## src/rtl/spi_port_pkg.sv

```systemverilog
package spi_port_pkg;
  typedef enum logic [1:0] {
    A_CTRL = 2'd0,
    A_STAT = 2'd1,
    A_DATA = 2'd2,
    A_DIR  = 2'd3
  } reg_addr_e;

  localparam logic [3:0] MODE_SEL  = 4'd4;
  localparam logic [3:0] MODE_FREE = 4'd5;

  typedef struct packed {
    logic       smp;
    logic       cke;
    logic       en;
    logic [3:0] mode;
  } ctrl_t;
endpackage

```

## src/rtl/spi_port_clkgen.sv

```systemverilog
module spi_port_clkgen #(
  parameter int unsigned NUM_BITS   = 8,
  parameter int unsigned HALF_DIV4  = 2,
  parameter int unsigned HALF_DIV16 = 8,
  parameter int unsigned HALF_DIV64 = 32,
  localparam int unsigned TICKS = 2 * NUM_BITS,
  localparam int unsigned TW    = $clog2(TICKS + 2),
  localparam int unsigned CW    = $clog2(HALF_DIV64 + 1)
) (
  input  logic          clk,
  input  logic          rst_n,
  input  logic          start_i,
  input  logic          abort_i,
  input  logic [1:0]    src_i,
  input  logic          tmr_match_i,
  input  logic          long_i,
  output logic          sck_o,
  output logic          busy_o,
  output logic          tick_o,
  output logic [TW-1:0] tick_idx_o,
  output logic          done_o
);
  logic [CW-1:0] pcnt, half_m1;
  logic [TW-1:0] tnum, last;

  always_comb begin
    case (src_i)
      2'd0:    half_m1 = CW'(HALF_DIV4 - 1);
      2'd1:    half_m1 = CW'(HALF_DIV16 - 1);
      2'd2:    half_m1 = CW'(HALF_DIV64 - 1);
      default: half_m1 = '0;
    endcase
  end

  assign tick_o     = busy_o && ((src_i == 2'd3) ? tmr_match_i : (pcnt == half_m1));
  assign tick_idx_o = tnum + 1'b1;
  assign last       = TW'(TICKS) + TW'(long_i);
  assign done_o     = tick_o && (tick_idx_o == last);

  always_ff @(posedge clk or negedge rst_n) begin
    if (!rst_n) begin
      busy_o <= 1'b0;
      sck_o  <= 1'b0;
      pcnt   <= '0;
      tnum   <= '0;
    end else if (abort_i) begin
      busy_o <= 1'b0;
      sck_o  <= 1'b0;
      pcnt   <= '0;
      tnum   <= '0;
    end else if (start_i) begin
      busy_o <= 1'b1;
      sck_o  <= 1'b0;
      pcnt   <= '0;
      tnum   <= '0;
    end else if (busy_o) begin
      if (tick_o) begin
        pcnt <= '0;
        tnum <= tick_idx_o;
        if (tick_idx_o <= TW'(TICKS)) sck_o <= ~sck_o;
        if (done_o) busy_o <= 1'b0;
      end else begin
        pcnt <= pcnt + 1'b1;
      end
    end
  end

  assert_sck_on_tick_R1: assert property (@(posedge clk) disable iff (!rst_n)
    (!tick_o && !abort_i && !start_i) |=> $stable(sck_o));

  assert_sck_idle_low_R2: assert property (@(posedge clk) disable iff (!rst_n)
    (done_o && !abort_i) |=> !sck_o);
endmodule

```

## src/rtl/spi_port_shifter.sv

```systemverilog
module spi_port_shifter #(
  parameter int unsigned W = 8,
  localparam int unsigned CW = $clog2(W)
) (
  input  logic          clk,
  input  logic          rst_n,
  input  logic          clear_i,
  input  logic          load_i,
  input  logic [W-1:0]  load_d_i,
  input  logic          preload_i,
  input  logic          launch_i,
  input  logic          capture_i,
  input  logic          sdi_i,
  output logic          sdo_o,
  output logic [CW-1:0] bit_cnt_o,
  output logic          done_o,
  output logic [W-1:0]  word_o
);
  logic [W-1:0] tx_sr, rx_sr;

  assign done_o = capture_i && !clear_i && (bit_cnt_o == CW'(W - 1));
  assign word_o = {rx_sr[W-2:0], sdi_i};

  always_ff @(posedge clk or negedge rst_n) begin
    if (!rst_n) begin
      bit_cnt_o <= '0;
      rx_sr     <= '0;
    end else if (clear_i) begin
      bit_cnt_o <= '0;
      rx_sr     <= '0;
    end else if (capture_i) begin
      rx_sr     <= word_o;
      bit_cnt_o <= done_o ? '0 : bit_cnt_o + 1'b1;
    end
  end

  always_ff @(posedge clk or negedge rst_n) begin
    if (!rst_n) begin
      tx_sr <= '0;
      sdo_o <= 1'b0;
    end else if (load_i) begin
      if (preload_i) begin
        sdo_o <= load_d_i[W-1];
        tx_sr <= {load_d_i[W-2:0], 1'b0};
      end else begin
        tx_sr <= load_d_i;
      end
    end else if (launch_i) begin
      sdo_o <= tx_sr[W-1];
      tx_sr <= {tx_sr[W-2:0], 1'b0};
    end
  end
endmodule

```

## src/rtl/spi_port.sv

```systemverilog
module spi_port #(
  parameter int unsigned DATA_W      = 8,
  parameter int unsigned SYNC_STAGES = 2,
  parameter int unsigned HALF_DIV4   = 2,
  parameter int unsigned HALF_DIV16  = 8,
  parameter int unsigned HALF_DIV64  = 32
) (
  input  logic       clk,
  input  logic       rst_n,
  input  logic       reg_wr,
  input  logic       reg_rd,
  input  logic [1:0] reg_addr,
  input  logic [7:0] reg_wdata,
  output logic [7:0] reg_rdata,
  input  logic       tmr_match,
  input  logic       sck_in,
  output logic       sck_out,
  output logic       sck_oe,
  input  logic       sdi,
  output logic       sdo,
  output logic       sdo_oe,
  input  logic       ss_n,
  output logic       buf_full
);
  import spi_port_pkg::*;

  localparam int unsigned TW = $clog2(2 * DATA_W + 2);
  localparam int unsigned BW = $clog2(DATA_W);

  ctrl_t             ctrl;
  logic              dir_q, wcol_q, ovf_q;
  logic [DATA_W-1:0] rbuf;
  logic [SYNC_STAGES-1:0] sck_p, sdi_p, ss_p;
  logic              sck_d, sck_s, sdi_s, ss_s;

  // input synchronisers for the follower path
  always_ff @(posedge clk or negedge rst_n) begin
    if (!rst_n) begin
      sck_p <= '0;
      sdi_p <= '0;
      ss_p  <= '1;
      sck_d <= 1'b0;
    end else begin
      sck_p <= {sck_p[SYNC_STAGES-2:0], sck_in};
      sdi_p <= {sdi_p[SYNC_STAGES-2:0], sdi};
      ss_p  <= {ss_p[SYNC_STAGES-2:0], ss_n};
      sck_d <= sck_s;
    end
  end
  assign sck_s = sck_p[SYNC_STAGES-1];
  assign sdi_s = sdi_p[SYNC_STAGES-1];
  assign ss_s  = ss_p[SYNC_STAGES-1];

  // mode decode
  logic is_master, is_sel, is_free, is_slave, ss_reset, periph_oe;
  assign is_master = ctrl.en && (ctrl.mode[3:2] == 2'b00);
  assign is_sel    = ctrl.en && (ctrl.mode == MODE_SEL);
  assign is_free   = ctrl.en && (ctrl.mode == MODE_FREE);
  assign is_slave  = is_sel || is_free;
  assign ss_reset  = is_sel && ss_s;
  assign periph_oe = is_master || (is_sel && !ss_s) || (is_free && !ctrl.cke);
  assign sdo_oe    = periph_oe && !dir_q;
  assign sck_oe    = is_master;

  // register strobes
  logic wr_ctrl, wr_stat, wr_data, wr_dir, rd_data;
  assign wr_ctrl = reg_wr && (reg_addr_e'(reg_addr) == A_CTRL);
  assign wr_stat = reg_wr && (reg_addr_e'(reg_addr) == A_STAT);
  assign wr_data = reg_wr && (reg_addr_e'(reg_addr) == A_DATA);
  assign wr_dir  = reg_wr && (reg_addr_e'(reg_addr) == A_DIR);
  assign rd_data = reg_rd && (reg_addr_e'(reg_addr) == A_DATA);

  // master clock generator
  logic          cg_busy, cg_tick, cg_done, start;
  logic [TW-1:0] cg_idx;
  spi_port_clkgen #(
    .NUM_BITS(DATA_W), .HALF_DIV4(HALF_DIV4),
    .HALF_DIV16(HALF_DIV16), .HALF_DIV64(HALF_DIV64)
  ) u_clkgen (
    .clk(clk), .rst_n(rst_n), .start_i(start),
    .abort_i(wr_ctrl || !is_master), .src_i(ctrl.mode[1:0]),
    .tmr_match_i(tmr_match), .long_i(ctrl.cke && ctrl.smp),
    .sck_o(sck_out), .busy_o(cg_busy), .tick_o(cg_tick),
    .tick_idx_o(cg_idx), .done_o(cg_done)
  );

  // edge selection: odd ticks are rising edges of sck_out
  logic odd, m_cap, m_launch, sl_rise, sl_fall, sl_cap, sl_launch;
  assign odd = cg_idx[0];
  assign m_cap = cg_tick && (ctrl.smp ? (ctrl.cke ? (odd && cg_idx >= TW'(3)) : !odd)
                                      : (ctrl.cke ? !odd : odd));
  assign m_launch = cg_tick && (ctrl.cke ? (odd && cg_idx <= TW'(2 * DATA_W - 1))
                                         : (!odd && cg_idx <= TW'(2 * DATA_W - 2)));
  assign sl_rise   = sck_s && !sck_d;
  assign sl_fall   = !sck_s && sck_d;
  assign sl_cap    = is_slave && !ss_reset && (ctrl.cke ? sl_fall : sl_rise);
  assign sl_launch = is_slave && !ss_reset && (ctrl.cke ? sl_rise : sl_fall);

  // shifter
  logic              busy, load, byte_done;
  logic [BW-1:0]     bit_cnt;
  logic [DATA_W-1:0] word;
  assign busy  = is_master ? cg_busy : (bit_cnt != '0);
  assign load  = wr_data && !busy && (is_master || is_slave);
  assign start = load && is_master;

  spi_port_shifter #(.W(DATA_W)) u_shift (
    .clk(clk), .rst_n(rst_n),
    .clear_i(wr_ctrl || !(is_master || is_slave) || ss_reset),
    .load_i(load), .load_d_i(reg_wdata[DATA_W-1:0]), .preload_i(!ctrl.cke),
    .launch_i(is_master ? m_launch : sl_launch),
    .capture_i(is_master ? m_cap : sl_cap),
    .sdi_i(is_master ? sdi : sdi_s),
    .sdo_o(sdo), .bit_cnt_o(bit_cnt), .done_o(byte_done), .word_o(word)
  );

  // registers and flags
  always_ff @(posedge clk or negedge rst_n) begin
    if (!rst_n) begin
      ctrl     <= '0;
      dir_q    <= 1'b1;
      rbuf     <= '0;
      buf_full <= 1'b0;
      wcol_q   <= 1'b0;
      ovf_q    <= 1'b0;
    end else begin
      if (wr_ctrl) ctrl <= ctrl_t'(reg_wdata[6:0]);
      if (wr_dir)  dir_q <= reg_wdata[0];
      if (byte_done) begin
        if (buf_full && !rd_data) begin
          ovf_q <= 1'b1;
        end else begin
          rbuf     <= word;
          buf_full <= 1'b1;
        end
      end else if (rd_data) begin
        buf_full <= 1'b0;
      end
      if (wr_data && busy)              wcol_q <= 1'b1;
      else if (wr_stat && reg_wdata[1]) wcol_q <= 1'b0;
      if (wr_stat && reg_wdata[2] && !(byte_done && buf_full && !rd_data)) ovf_q <= 1'b0;
    end
  end

  always_comb begin
    case (reg_addr_e'(reg_addr))
      A_CTRL:  reg_rdata = {1'b0, ctrl};
      A_STAT:  reg_rdata = {5'b0, ovf_q, wcol_q, buf_full};
      A_DATA:  reg_rdata = 8'(rbuf);
      default: reg_rdata = {7'b0, dir_q || !periph_oe};
    endcase
  end

  assert_ss_clears_R6: assert property (@(posedge clk) disable iff (!rst_n)
    ss_reset |=> (bit_cnt == '0));

  assert_write_collision_R11: assert property (@(posedge clk) disable iff (!rst_n)
    (wr_data && busy) |=> wcol_q);

  assert_no_overflow_R12: assert property (@(posedge clk) disable iff (!rst_n)
    (byte_done && buf_full && !rd_data) |=> (ovf_q && $stable(rbuf)));
endmodule

```

## config.mk

```make
export PLATFORM = sky130hd
export DESIGN_NAME = spi_port
export DESIGN_NICKNAME = d
export VERILOG_FILES = /design/src/rtl/spi_port_pkg.sv /design/src/rtl/spi_port_clkgen.sv /design/src/rtl/spi_port_shifter.sv /design/src/rtl/spi_port.sv
export SDC_FILE = /design/constraint.sdc
export NUM_CORES = 1
export LEC_CHECK = 0
export BUFFER_PORTS_ARGS = -buffer_cell sky130_fd_sc_hd__buf_2
export CORE_UTILIZATION = 50
export CTS_CLUSTER_DIAMETER = 200
export CTS_CLUSTER_SIZE = 16
export DETAILED_ROUTE_END_ITERATION = 10
export PLACE_DENSITY = 0.78
export SYNTH_ARGS = -nofsm -noshare
export SYNTH_HDL_FRONTEND = slang
export SYNTH_SLANG_ARGS = --single-unit
```

## constraint.sdc

```tcl
create_clock -name clk -period 2.7 [get_ports clk]
set_input_delay 0.54 -clock clk [delete_from_list [all_inputs] [get_ports clk]]
set_output_delay 0.54 -clock clk [all_outputs]
set_load 0.005 [all_outputs]
```

==> impl_metrics.tcl <==
set metrics [dict create \
    vias 2526 \
    ys_seq_area_share_pct 45.2 \
    avgRoutedWirePerCell_um 16.1 \
    drive_gt1_share_pct 26.3 \
    gr-usage-met3_pct 4.07 \
    nFillCells 522 \
    synth_edf_count 0 \
    utilization_pct 62.1 \
    syn_area_um2 3220 \
    crit_path_max_incr_delay_ns 0.47 \
    cp.arrival_ns 2.80 \
    grt_usage_pct 24.1 \
    hold_class "in -> async" \
    regArea_um2 1460 \
    dieHeight_um 82.2 \
    synthTopCellsByArea "dfrtp_1 (43%), mux2_2 (4.9%), ha_1 (4.7%), nor2_1 (3.1%), nand2_1 (3.0%)" \
    reg2reg_setup_slack_ns 0.12 \
    initial_core_util_pct 53.1 \
    die_w_um 82.2 \
    ctsHoldBuffers 0 \
    final-setup-viol-count 0 \
    stdcell_count 440 \
    yosys_warnings 0 \
    reg2regPathDepth 8 \
    tightest_slew_ns 0.559 \
    grt-ovfl-total 0 \
    drc 0 \
    cts_setup_buffers 0 \
    rsz0062_at_grt "false" \
    dr.pass1.iters 4 \
    crit_fanout 8 \
    hold_viol 0 \
    synthFlopType "dfrtp_1" \
    end_kind "flip-flop" \
    synth_top_area_share_pct 42.8 \
    port-buffer-count 30 \
    ant_nets 0 \
    status "finished clean" \
    synth_nets 351 \
    gp_congestion 0.888 \
    ios 31 \
    ir_drop_v 0.000389 \
    fin_crit_ns 2.58 \
    clock_skew_ns 0.00741 \
    syn_to_final_growth_pct 17.0 \
    hpwlAfterDp_um 4850 \
    clk_latency_ns 0.34 \
    grt_pass1_vias 2523 \
    synth_seq_cells 58 \
    r2r-start "u_clkgen.tnum[0]" \
    grt_pass1_wl_um 12100 \
    core_area_um2 6060 \
    root_buffer "clkbuf_8" \
    wl_um 7070 \
    crit_chain "inv_1, ha_1, or4b_4, o31ai_4, a32oi_2, and3_4, o21ai_4, mux2_2" \
    clkTransAtPathRegs_ns 0.06 \
    cpMaxStageDelayCell "or4b_4" \
    h-tree-depth 3 \
    antenna_cells 0 \
    grt_max_degree 59 \
    crit_type "reg -> reg" \
    grtUsageMet1_pct 32.5 \
    p_per_area_nw_per_um2 629 \
    top_usage_layer "met2" \
    synth_largest_area_cell "dfrtp_1" \
    cts_made_buffers 9 \
    cts_tree "yes" \
    critPathLaunchType "flip-flop" \
    multi_input_area_um2 1640 \
    synth_cell_types 57 \
    dp.cells 424 \
    avgSynthCellArea_um2 10.0 \
    reg2reg_to "rbuf[4]" \
    slew_viol_final 0 \
    clockBufferDepth 2 \
    period_share_pct 95.7 \
    max-cap-violations 0 \
    fmax_mhz 387 \
    num_rows 28 \
    num-nets-final 390 \
    use_met2_pct 37.9 \
    dieArea_um2 6760 \
    antenna_found_initial 0 \
    initialDrtViolationCount 166 \
    ys_async_sr_fraction_pct 100 \
    via_per_inst 5.74 \
    cp.required_ns 2.91 \
    slew_headroom_pct 62.4 \
    clock-sinks 58 \
    leakage_uw 0.00170 \
    syn_inst 321 \
]
[worst max path at each step]
stage	from	end	slack (ns)
2_1_floorplan	u_clkgen.tnum[0]	rbuf[0]	0.03
3_3_place_gp	u_clkgen.tnum[0]	rbuf[3]	0.10
3_5_place_dp	u_clkgen.tnum[0]	rbuf[4]	-0.02
4_1_cts	ctrl[5]	reg_rdata[0]	0.03
5_1_grt	u_clkgen.tnum[1]	rbuf[4]	0.009
6_report	u_clkgen.tnum[0]	rbuf[4]	0.12
[metrics by stage]
stage	setup TNS (ns)	setup slack (ns)	total power, uW	area [um^2]	hold slack [ns]
2_1_floorplan	0	0.0305	1330	3220	0.244
3_3_place_gp	0	0.105	1450	3500	0.337
3_5_place_dp	-0.0706	-0.0230	1470	3500	0.341
4_1_cts	0	0.0306	2380	3740	0.198
5_1_grt	0	0.00856	2490	3760	0.237
6_report	0	0.117	2370	3760	0.197
[routing by layer]
metal	share of wire, %	up-vias
met5	0	-
met4	1.8	0
met3	3.1	13
met2	48	41
met1	47	1251
li1	-	1221
[final cells by class]
cell class              count  share of cell area (%)
repair buffers             44                    7.11
inverters                  20                    2.13
clock buffers              12                    4.12
multi-input cells         227                    43.5
clock inverters             4                    1.96
flip-flops and latches     58                    38.7
well taps                  75                    2.49
[cell usage in the layout, fill, tap and decap left out, types with 7 or more instances in the layout]
cell type / instances
nor2b_1: 9
buf_2: 30
mux2_2: 14
buf_4: 13
a21oi_1: 13
a211oi_1: 8
mux2i_1: 7
xnor2_1: 7
nor2_1: 27
o21ai_0: 15
inv_1: 17
a22o_1: 9
dfrtp_1: 53
o31a_1: 7
clkbuf_8: 11
ha_1: 12
nand2_1: 26
[state kept, by name (all words and copies together), names as in the netlist]
signal / cells
u_shift.sdo_o: 1
u_clkgen.sck_o: 1
buf_full: 1
sdi_p: 2
sck_p: 2
u_clkgen.pcnt: 6
wcol_q: 1
ss_p: 2
sck_d: 1
u_shift.rx_sr: 7
dir_q: 1
ctrl: 7
ovf_q: 1
u_clkgen.busy_o: 1
u_shift.tx_sr: 8
u_shift.bit_cnt_o: 3
rbuf: 8
u_clkgen.tnum: 5
[cell families after synthesis]
kind of cell | synth area share, %
xor gates and xnor gates | 3.54
buffers and inverters | 4.74
and+or+nand+nor | 16.2
DFF | 45.2
AOI/OAI and AO/OA | 18.6
adders and majority gates | 4.67
muxes | 7.08
[report_power, final]
part / switching, uW / internal (uW) / total, uW
clock: 336 / 570 / 906
combinational: 220 / 201 / 421
sequential: 74.7 / 966 / 1040
[worst max-delay path, delay by kind of cell (launching register included)]
kind / cells / cell delay (ns)
and+or+nand+nor: 2 / 0.69
muxes: 1 / 0.39
adders and majority gates: 1 / 0.31
AOI/OAI and AO/OA: 3 / 0.56
buffers and inverters: 1 / 0.09
DFF: 1 / 0.41
[timing repair]
| item | in CTS | in global routing |
|---|---|---|
| resized for setup | 1 | 6 |
| gates cloned | 0 | 0 |
| setup endpoints to repair | 8 | 23 |
[synthesized netlist by cell type, types with 7 or more instances]
| cell | number |
|---|---|
| a22o_1 | 9 |
| nor2b_1 | 9 |
| mux2_2 | 14 |
| xnor2_1 | 7 |
| a21oi_1 | 13 |
| o21ai_0 | 15 |
| nand2_1 | 26 |
| inv_1 | 17 |
| a211oi_1 | 8 |
| clkbuf_1 | 8 |
| nor2_1 | 27 |
| dfrtp_1 | 55 |
| o31a_1 | 7 |
| buf_2 | 7 |
| ha_1 | 12 |
| mux2i_1 | 7 |
Note: power is estimated with default switching activity, not from simulation.
